--- src/rtl/hs_dg_pkg.sv ---
`timescale 1ns/1ps
package hs_dg_pkg;

    // width of every run-length counter in the block
    localparam int RUN_W = 8;
    localparam logic [RUN_W-1:0] RUN_MAX = '1;

    typedef logic [RUN_W-1:0] run_t;

    // per-channel filter state
    typedef struct packed {
        logic line_n;   // filtered active-low level
        run_t run;      // consecutive high samples while output is low
    } chan_st_t;

    // configuration state
    typedef struct packed {
        logic ext;       // extended deassert window selected
        logic conflict;  // extended window during fast mode
    } cfg_st_t;

    function automatic run_t run_inc(input run_t r);
        return (r == RUN_MAX) ? r : r + 1'b1;
    endfunction

    function automatic run_t pick_window(input logic ext, input run_t short_w, input run_t long_w);
        return ext ? long_w : short_w;
    endfunction

endpackage

--- src/rtl/hs_dg_cfg.sv ---
`timescale 1ns/1ps
module hs_dg_cfg
    import hs_dg_pkg::*;
(
    input  logic clk,
    input  logic rst,
    input  logic cfg_we,
    input  logic cfg_ext,
    input  logic fast_mode,
    output logic ext_q,
    output logic conflict_q
);

    cfg_st_t st_q, st_d;

    always_comb begin
        st_d          = st_q;
        st_d.conflict = st_q.ext & fast_mode;
        if (cfg_we) begin
            st_d.ext = cfg_ext;
        end
    end

    always_ff @(posedge clk) begin
        if (rst) begin
            st_q <= '0;
        end else begin
            st_q <= st_d;
        end
    end

    assign ext_q      = st_q.ext;
    assign conflict_q = st_q.conflict;

endmodule

--- src/rtl/hs_dg_chan.sv ---
`timescale 1ns/1ps
module hs_dg_chan
    import hs_dg_pkg::*;
(
    input  logic clk,
    input  logic rst,
    input  logic raw_n,
    input  run_t win,
    output logic filt_n
);

    chan_st_t st_q, st_d;
    run_t     run_nx;

    assign run_nx = run_inc(st_q.run);

    always_comb begin
        st_d = st_q;
        if (!raw_n) begin
            // assertion passes at once and restarts any pending window
            st_d.line_n = 1'b0;
            st_d.run    = '0;
        end else if (!st_q.line_n) begin
            if (run_nx >= win) begin
                st_d.line_n = 1'b1;
                st_d.run    = '0;
            end else begin
                st_d.run = run_nx;
            end
        end else begin
            st_d.run = '0;
        end
    end

    always_ff @(posedge clk) begin
        if (rst) begin
            st_q.line_n <= 1'b1;
            st_q.run    <= '0;
        end else begin
            st_q <= st_d;
        end
    end

    assign filt_n = st_q.line_n;

endmodule

--- src/rtl/hs_deglitch.sv ---
`timescale 1ns/1ps
module hs_deglitch
    import hs_dg_pkg::*;
#(
    parameter int NUM_CH    = 2,
    parameter int SHORT_WIN = 3,
    parameter int LONG_WIN  = 6
) (
    input  logic              clk,
    input  logic              rst,
    input  logic              cfg_we,
    input  logic              cfg_ext,
    input  logic              fast_mode,
    input  logic [NUM_CH-1:0] hs_n_i,
    output logic [NUM_CH-1:0] hs_n_o,
    output logic              mode_conflict
);

    localparam run_t SHORT_R = run_t'(SHORT_WIN);
    localparam run_t LONG_R  = run_t'(LONG_WIN);

    logic ext_q;
    run_t win_sel;

    hs_dg_cfg i_cfg (
        .clk        (clk),
        .rst        (rst),
        .cfg_we     (cfg_we),
        .cfg_ext    (cfg_ext),
        .fast_mode  (fast_mode),
        .ext_q      (ext_q),
        .conflict_q (mode_conflict)
    );

    assign win_sel = pick_window(ext_q, SHORT_R, LONG_R);

    for (genvar g = 0; g < NUM_CH; g++) begin : g_ch
        hs_dg_chan i_chan (
            .clk    (clk),
            .rst    (rst),
            .raw_n  (hs_n_i[g]),
            .win    (win_sel),
            .filt_n (hs_n_o[g])
        );
    end

endmodule

--- config.mk ---
export PLATFORM = sky130hd
export DESIGN_NAME = hs_deglitch
export DESIGN_NICKNAME = d
export VERILOG_FILES = /design/src/rtl/hs_dg_pkg.sv /design/src/rtl/hs_dg_cfg.sv /design/src/rtl/hs_dg_chan.sv /design/src/rtl/hs_deglitch.sv
export SDC_FILE = /design/constraint.sdc
export NUM_CORES = 1
export LEC_CHECK = 0
export BUFFER_PORTS_ARGS = -buffer_cell sky130_fd_sc_hd__buf_2
export CAP_MARGIN = 10
export CORE_ASPECT_RATIO = 1.75
export CORE_MARGIN = 5
export CORE_UTILIZATION = 58
export DETAILED_ROUTE_END_ITERATION = 10
export PLACE_DENSITY_LB_ADDON = 0.15
export SLEW_MARGIN = 15
export SYNTH_ARGS = -nofsm -noshare
export SYNTH_HDL_FRONTEND = slang
export SYNTH_HIERARCHICAL = 1
export SYNTH_SLANG_ARGS = --single-unit
--- constraint.sdc ---
create_clock -name clk -period 2.6 [get_ports clk]
set_input_delay 0.26 -clock clk [delete_from_list [all_inputs] [get_ports clk]]
set_output_delay 0.26 -clock clk [all_outputs]
set_load 0.05 [all_outputs]
==> results of run 1 <==
## power groups by stage
stage / clock [W] / sequential [W] / combinational (W)
floorplan: 0 / 0.000335 / 0.0000600
global placement: 0 / 0.000323 / 0.0000911
detailed placement: 0 / 0.000324 / 0.0000942
CTS: 0.000247 / 0.000317 / 0.0000973
global route: 0.000264 / 0.000317 / 0.000111
finish: 0.000239 / 0.000316 / 0.000101
## stage by stage
step	std cells	hold WS, ns	total power [W]
3_5_place_dp	205	0.4841	0.0004181
4_1_cts	209	0.2127	0.0006608
2_1_floorplan	167	0.3317	0.0003949
3_3_place_gp	205	0.4751	0.0004145
6_report	209	0.2196	0.0006569
5_1_grt	209	0.2510	0.0006922
## worst max-delay path: cells and delay by family, from the launching register on
family                     cells  cell delay [ns]
AOI/OAI and AO/OA              3             0.84
adders and majority gates      1             0.32
DFF                            1             0.42
muxes                          1             0.31
and+or+nand+nor                2             0.53
## layer usage
| layer | vias to the layer above | share of wire |
|---|---|---|
| met5 | - | 0 |
| met4 | 0 | 0.055 |
| met3 | 16 | 0.018 |
| met2 | 19 | 0.60 |
| met1 | 565 | 0.33 |
| li1 | 607 | - |
## layout make-up
class                           count  area (um2)  area share
Sequential cell                    20       406.6      0.2386
Multi-Input combinational cell    128        1060      0.6219
Clock buffer                        4       55.05     0.03231
Tap cell                           26       32.53     0.01909
Inverter                           16       60.06     0.03524
Timing Repair Buffer               15       90.09     0.05286
## placed cells by master (no fill, tap or decap), types with 2 or more instances in the layout
| master | instances |
|---|---|
| nand3_1 | 4 |
| o31a_1 | 2 |
| inv_1 | 16 |
| o21a_1 | 4 |
| nand4_1 | 5 |
| nor2_1 | 12 |
| mux2_4 | 2 |
| a211oi_2 | 2 |
| a21oi_1 | 9 |
| clkbuf_8 | 4 |
| nand2_1 | 7 |
| dfxtp_1 | 17 |
| a211oi_1 | 2 |
| a211o_1 | 2 |
| a2111oi_4 | 2 |
| buf_2 | 9 |
| and2_4 | 2 |
| nor3_1 | 2 |
| mux2i_1 | 2 |
| and3_1 | 3 |
| ha_1 | 17 |
| conb_1 | 12 |
| o311ai_4 | 2 |
| and4_1 | 6 |
| a31oi_1 | 2 |
| dfxtp_2 | 2 |
| nor2b_1 | 4 |
| nor2b_4 | 2 |
| nand2b_1 | 3 |
| buf_4 | 6 |
| xor2_1 | 4 |
| a21boi_2 | 2 |
## kinds of logic (layout without fill, tap and decap cells)
family / Yosys count / after routing / share of synthesized area
xor gates and xnor gates: 5 / 5 / 0.02974
adders and majority gates: 18 / 18 / 0.1529
DFF: 20 / 20 / 0.2719
and+or+nand+nor: 55 / 55 / 0.2286
buffers and inverters: 19 / 35 / 0.05862
other: 2 / 12 / 0.005100
AOI/OAI and AO/OA: 32 / 32 / 0.2039
muxes: 6 / 6 / 0.04928
## final timing paths
path | startpoint | endpoint | slack [ns] | depth (start not counted)
max | g_ch[1].i_chan/st_q[4]$_SDFF_PP0_ | g_ch[1].i_chan/st_q[3]$_SDFF_PP0_ | 0.1 | 7
min | fast_mode | i_cfg/conflict_q$_SDFF_PP0_ | 0.22 | 3
max reg2reg | g_ch[1].i_chan/st_q[4]$_SDFF_PP0_ | g_ch[1].i_chan/st_q[3]$_SDFF_PP0_ | 0.1 | 7
min reg2reg | i_cfg/ext_q$_SDFFE_PP0P_ | i_cfg/conflict_q$_SDFF_PP0_ | 0.53 | 2
## timing repair
action,CTS,global route
pin swaps,0,4
hold endpoints to repair,0,0
endpoints found under the setup margin,2,14
gates resized for setup,2,11
## state kept, by name, summed over array words and instances (netlist names)
register / count
g_ch.i_chan/st_q: 16
i_cfg/conflict_q: 1
i_cfg/ext_q: 1
g_ch.i_chan/filt_n: 2
==> results.yml, run 1 <==
timing:
  fmaxAchievable_ghz: 0.3997
  finalMaxSlewViolations: 0
  finalCritPeriodShare: 0.9623
  fin_ws_ns: 0.09813
  fin_crit_ns: 2.502
  worst_clock_skew_ns: 0.001436
  hold_viol: 0
  setup_viol: 0
  tns_ns: 0
clocking:
  post-cts-setup-buffer-count: 0
  cts_buffers: 3
  clock-root-buffer: "clkbuf_8"
  htree_levels: 1
  cts.path.max_buffers: 2
  cts_hold_buffers: 0
  clk_latency_ns: 0.26
  cts_num_sinks: 20
  cts_tree: "built"
  clk_pin_slew_ns: 0.08
pwr:
  p_comb_frac: 0.154
  clockPowerShare: 0.365
  p_sw_w: 0.0001666
  p_int_w: 0.0004903
  irDropWorstVdd_mv: 0.3005
  power_frac_seq: 0.482
  leakage_nw: 0.7809
  switching_share: 0.2536
  power_density_mw_per_mm2: 385.5
grt:
  use_met2: 0.3740
  grt_busiest_layer: "met2"
  grt_pass1_wl_mm: 5.319
  grt_use_met1: 0.1638
  grtUsageMet3: 0.02576
  gr-total-overflow: 0
  grt_util_all_layers: 0.2023
  grt_pass1_vias: 1293
  antenna_found_initial: 0
  grt_max_degree: 12
critical_path:
  crit_type: "flip-flop to flip-flop"
  cp_slowest_cell: "a2111oi_4"
  crit_fanout: 6
  slowest_delay_ns: 0.44
  endpoint_kind: "flip-flop"
  arrival_ns: 2.67
  cp.required_ns: 2.77
  start_kind: "flip-flop"
  path_cells: "and4_1, and2_4, mux2_4, ha_1, a2111oi_4, o311ai_4, a211oi_1"
yosys:
  synth_flop_cell: "dfxtp_1"
  synthDistinctLibCells: 41
  yosys-top-cells-count: "20 x dfxtp_1, 18 x ha_1, 16 x inv_1"
  synth.most_common_cell: "dfxtp_1"
  async_reset_ff_frac: 0
  synth_top_area_share: 0.2719
  yosysWarnings: 6
  synth.avg_cell_area_um2: 9.380
  syn_inst: 157
  ys_ff_latch: 20
  netlist_area_mm2: 0.001473
  ys_seq_area_frac: 0.2719
  synth_edf_count: 0
  synth_area_leaders: "dfxtp_1 27%, ha_1 15%, and4_1 4.2%, inv_1 4.1%, a2111oi_4 3.7%"
  yosysTopAreaCell: "dfxtp_1"
routing:
  drt_iter0_markers: 15
  drt_wl_total_mm: 3.415
  wire_per_inst_um: 16.34
  drt-vias-per-instance: 5.775
  drc: 0
  num_vias: 1207
  antenna_left: 0
  drtPass1Iterations: 4
cells_and_area:
  num-nets-final: 209
  fin_area_mm2: 0.001704
  n_antenna_cell: 0
  num-fill-cells: 210
  fin_util: 0.6921
  drive_above_1_share: 0.2404
  area_delta_synth_final_pct: 15.72
floorplanning:
  fp.coreArea_mm2: 0.002462
  die_h_um: 76.66
  start_util: 0.5981
  die_area_mm2: 0.003687
  placementRows: 24
  ios: 10
  dieWidth_um: 48.09
place:
  io_buffers: 9
  dp_slack_ns: -0.04279
  dpl_cell_area_mm2: 0.001607
  hpwl_mm: 2.749
  gp_congestion: 0.9303
worst_hold_path:
  hp-class: "input port to flip-flop"
flow_run:
  drv_cap: 0
status:
  status: "completed"
Power figures use the tool's default switching activity.
==> inputs of run 2 (changes only) <==
--- a/config.mk
+++ b/config.mk
@@ -7,8 +7,8 @@
 export LEC_CHECK = 0
 export BUFFER_PORTS_ARGS = -buffer_cell sky130_fd_sc_hd__buf_2
 export CAP_MARGIN = 10
-export CORE_ASPECT_RATIO = 1.75
-export CORE_MARGIN = 5
+export CORE_ASPECT_RATIO = 0.7
+export CORE_MARGIN = 1
 export CORE_UTILIZATION = 58
 export DETAILED_ROUTE_END_ITERATION = 10
 export PLACE_DENSITY_LB_ADDON = 0.15
==> run 2 against run 1 <==
Against the previous run:
- register-to-register slack lost 0.03 ns
- via count shrank 2.0%
- first-iteration DRC count grew to 7.7 times the previous value
- clock-buffer cell count is the same
- largest power group unchanged
==> results.yml, run 2 (synthesis results as in run 1) <==
clocking:
  clk_latency_ns: 0.31
  htree_levels: 1
  cts_buffers: 3
  cts_tree: "built"
  clk_pin_slew_ns: 0.12
  cts_num_sinks: 20
  cts_hold_buffers: 0
  cts.path.max_buffers: 2
  clock-root-buffer: "clkbuf_4"
critical_path:
  r2r-start: "g_ch[1].i_chan/st_q[0]$_SDFF_PP0_"
  path_cells: "ha_2, and2_1, nand4_1, mux2_1, ha_1, nand4_1, o311ai_4, and2b_1"
  cp_top_family: "simple AND/OR/NAND/NOR gates"
  rr_worst_depth: 8
  cp.required_ns: 2.81
  critPathBufInv: 0
  slowest_delay_ns: 0.48
  endpoint_kind: "flip-flop"
  arrival_ns: 2.74
  critPathLaunch: "g_ch[1].i_chan/st_q[0]$_SDFF_PP0_"
  crit_fanout: 6
  start_kind: "flip-flop"
  cp.depth: 8
  crit_type: "flip-flop to flip-flop"
  r2r_slack_ns: 0.07
  endpoint: "g_ch[1].i_chan/st_q[5]$_SDFF_PP0_"
  r2r-end: "g_ch[1].i_chan/st_q[5]$_SDFF_PP0_"
  crit_top_cell: "nand4_1"
  cp_slowest_cell: "o311ai_4"
floorplanning:
  placementRows: 14
  start_util: 0.6467
  die_area_mm2: 0.002748
  fp.coreArea_mm2: 0.002277
  ios: 10
  die_h_um: 44.16
  dieWidth_um: 62.23
timing:
  fin_crit_ns: 2.531
  setup_viol: 0
  tns_ns: 0
  finalMaxSlewViolations: 0
  worst_clock_skew_ns: 0.005579
  hold_viol: 0
  fmaxAchievable_ghz: 0.3951
  finalCritPeriodShare: 0.9734
place:
  dp.cells: 208
  dpl_cell_area_mm2: 0.001592
  io_buffers: 9
  hpwl_mm: 2.309
  gp_congestion: 0.8314
cells_and_area:
  largest_reg_flops: 16
  num-fill-cells: 163
  seq_area_um2: 407.9
  multi_input_area_mm2: 0.001056
  n_antenna_cell: 0
  fin_cells: 213
  mostFrequentLayoutCell: "ha_1"
  fin_area_mm2: 0.001675
  top_register: "g_ch.i_chan/st_q"
  area_delta_synth_final_pct: 13.76
  num-nets-final: 207
  fin_util: 0.7357
  layout_common_cells: "17 x ha_1, 16 x inv_1, 16 x dfxtp_1"
  drive_above_1_share: 0.2320
pwr:
  irDropWorstVdd_mv: 0.4637
  total_power_w: 0.0006037
  leakage_nw: 0.7593
  power_density_mw_per_mm2: 360.4
routing:
  drt_iter0_markers: 116
  num_vias: 1183
  drt-vias-per-instance: 5.554
  drt_wl_total_mm: 3.013
  drtPass1Iterations: 4
  drc: 0
  wire_per_inst_um: 14.15
  antenna_left: 0
grt:
  grt_pass1_vias: 1096
  antenna_found_initial: 0
  grt_util_all_layers: 0.2357
  gr-total-overflow: 0
  use_met2: 0.3648
  grt_use_met1: 0.3297
  grtUsageMet3: 0.06443
  grt_busiest_layer: "met2"
  grt_pass1_wl_mm: 4.899
  grt_max_degree: 12
status:
  status: "completed"
worst_hold_path:
  hp-class: "input port to flip-flop"
flow_run:
  drv_cap: 0
[run 2: where the power goes]
part	total [W]	internal, W	switching, W	leakage, nW
Sequential	0.000317	0.000312	0.00000498	0.164
Combinational	0.000101	0.0000447	0.0000562	0.574
Clock	0.000186	0.0000855	0.000100	0.0210
[run 2: cell type report]
| cell class | instances | share of cell area |
|---|---|---|
| Multi-Input combinational cell | 128 | 0.6303 |
| Timing Repair Buffer | 13 | 0.04481 |
| Tap cell | 32 | 0.02390 |
| Clock buffer | 4 | 0.02166 |
| Inverter | 16 | 0.03585 |
| Sequential cell | 20 | 0.2435 |
[run 2: per-layer routing]
layer / vias up / share of wire
li1: 605 / -
met1: 551 / 0.53
met2: 25 / 0.42
met3: 2 / 0.041
met4: 0 / 0.0070
met5: - / 0
[run 2: metrics by stage]
| step | hold slack, ns | setup slack (ns) |
|---|---|---|
| floorplan | 0.3317 | 0.2999 |
| global placement | 0.4787 | 0.07230 |
| detailed placement | 0.4860 | -0.03360 |
| CTS | 0.1571 | 0.001011 |
| global route | 0.1507 | -0.01543 |
| finish | 0.1646 | 0.06925 |
[run 2: repair_timing]
action | CTS | global route
pin swaps | 0 | 3
setup buffers | 0 | 1
gates resized for setup | 1 | 12
endpoints found under the setup margin | 6 | 18
[run 2: worst min-delay path by stage]
stage	start	to	slack [ns]	cells past startpoint
floorplan	rst	i_cfg/conflict_q$_SDFF_PP0_	0.33	1
global placement	fast_mode	i_cfg/conflict_q$_SDFF_PP0_	0.48	3
detailed placement	fast_mode	i_cfg/conflict_q$_SDFF_PP0_	0.49	3
CTS	fast_mode	i_cfg/conflict_q$_SDFF_PP0_	0.16	3
global route	fast_mode	i_cfg/conflict_q$_SDFF_PP0_	0.15	3
finish	fast_mode	i_cfg/conflict_q$_SDFF_PP0_	0.16	3
[run 2: worst min-delay path, stage by stage]
cell,delay (ns)
buf_2,0.09
nand2_1,0.05
nor2_1,0.03
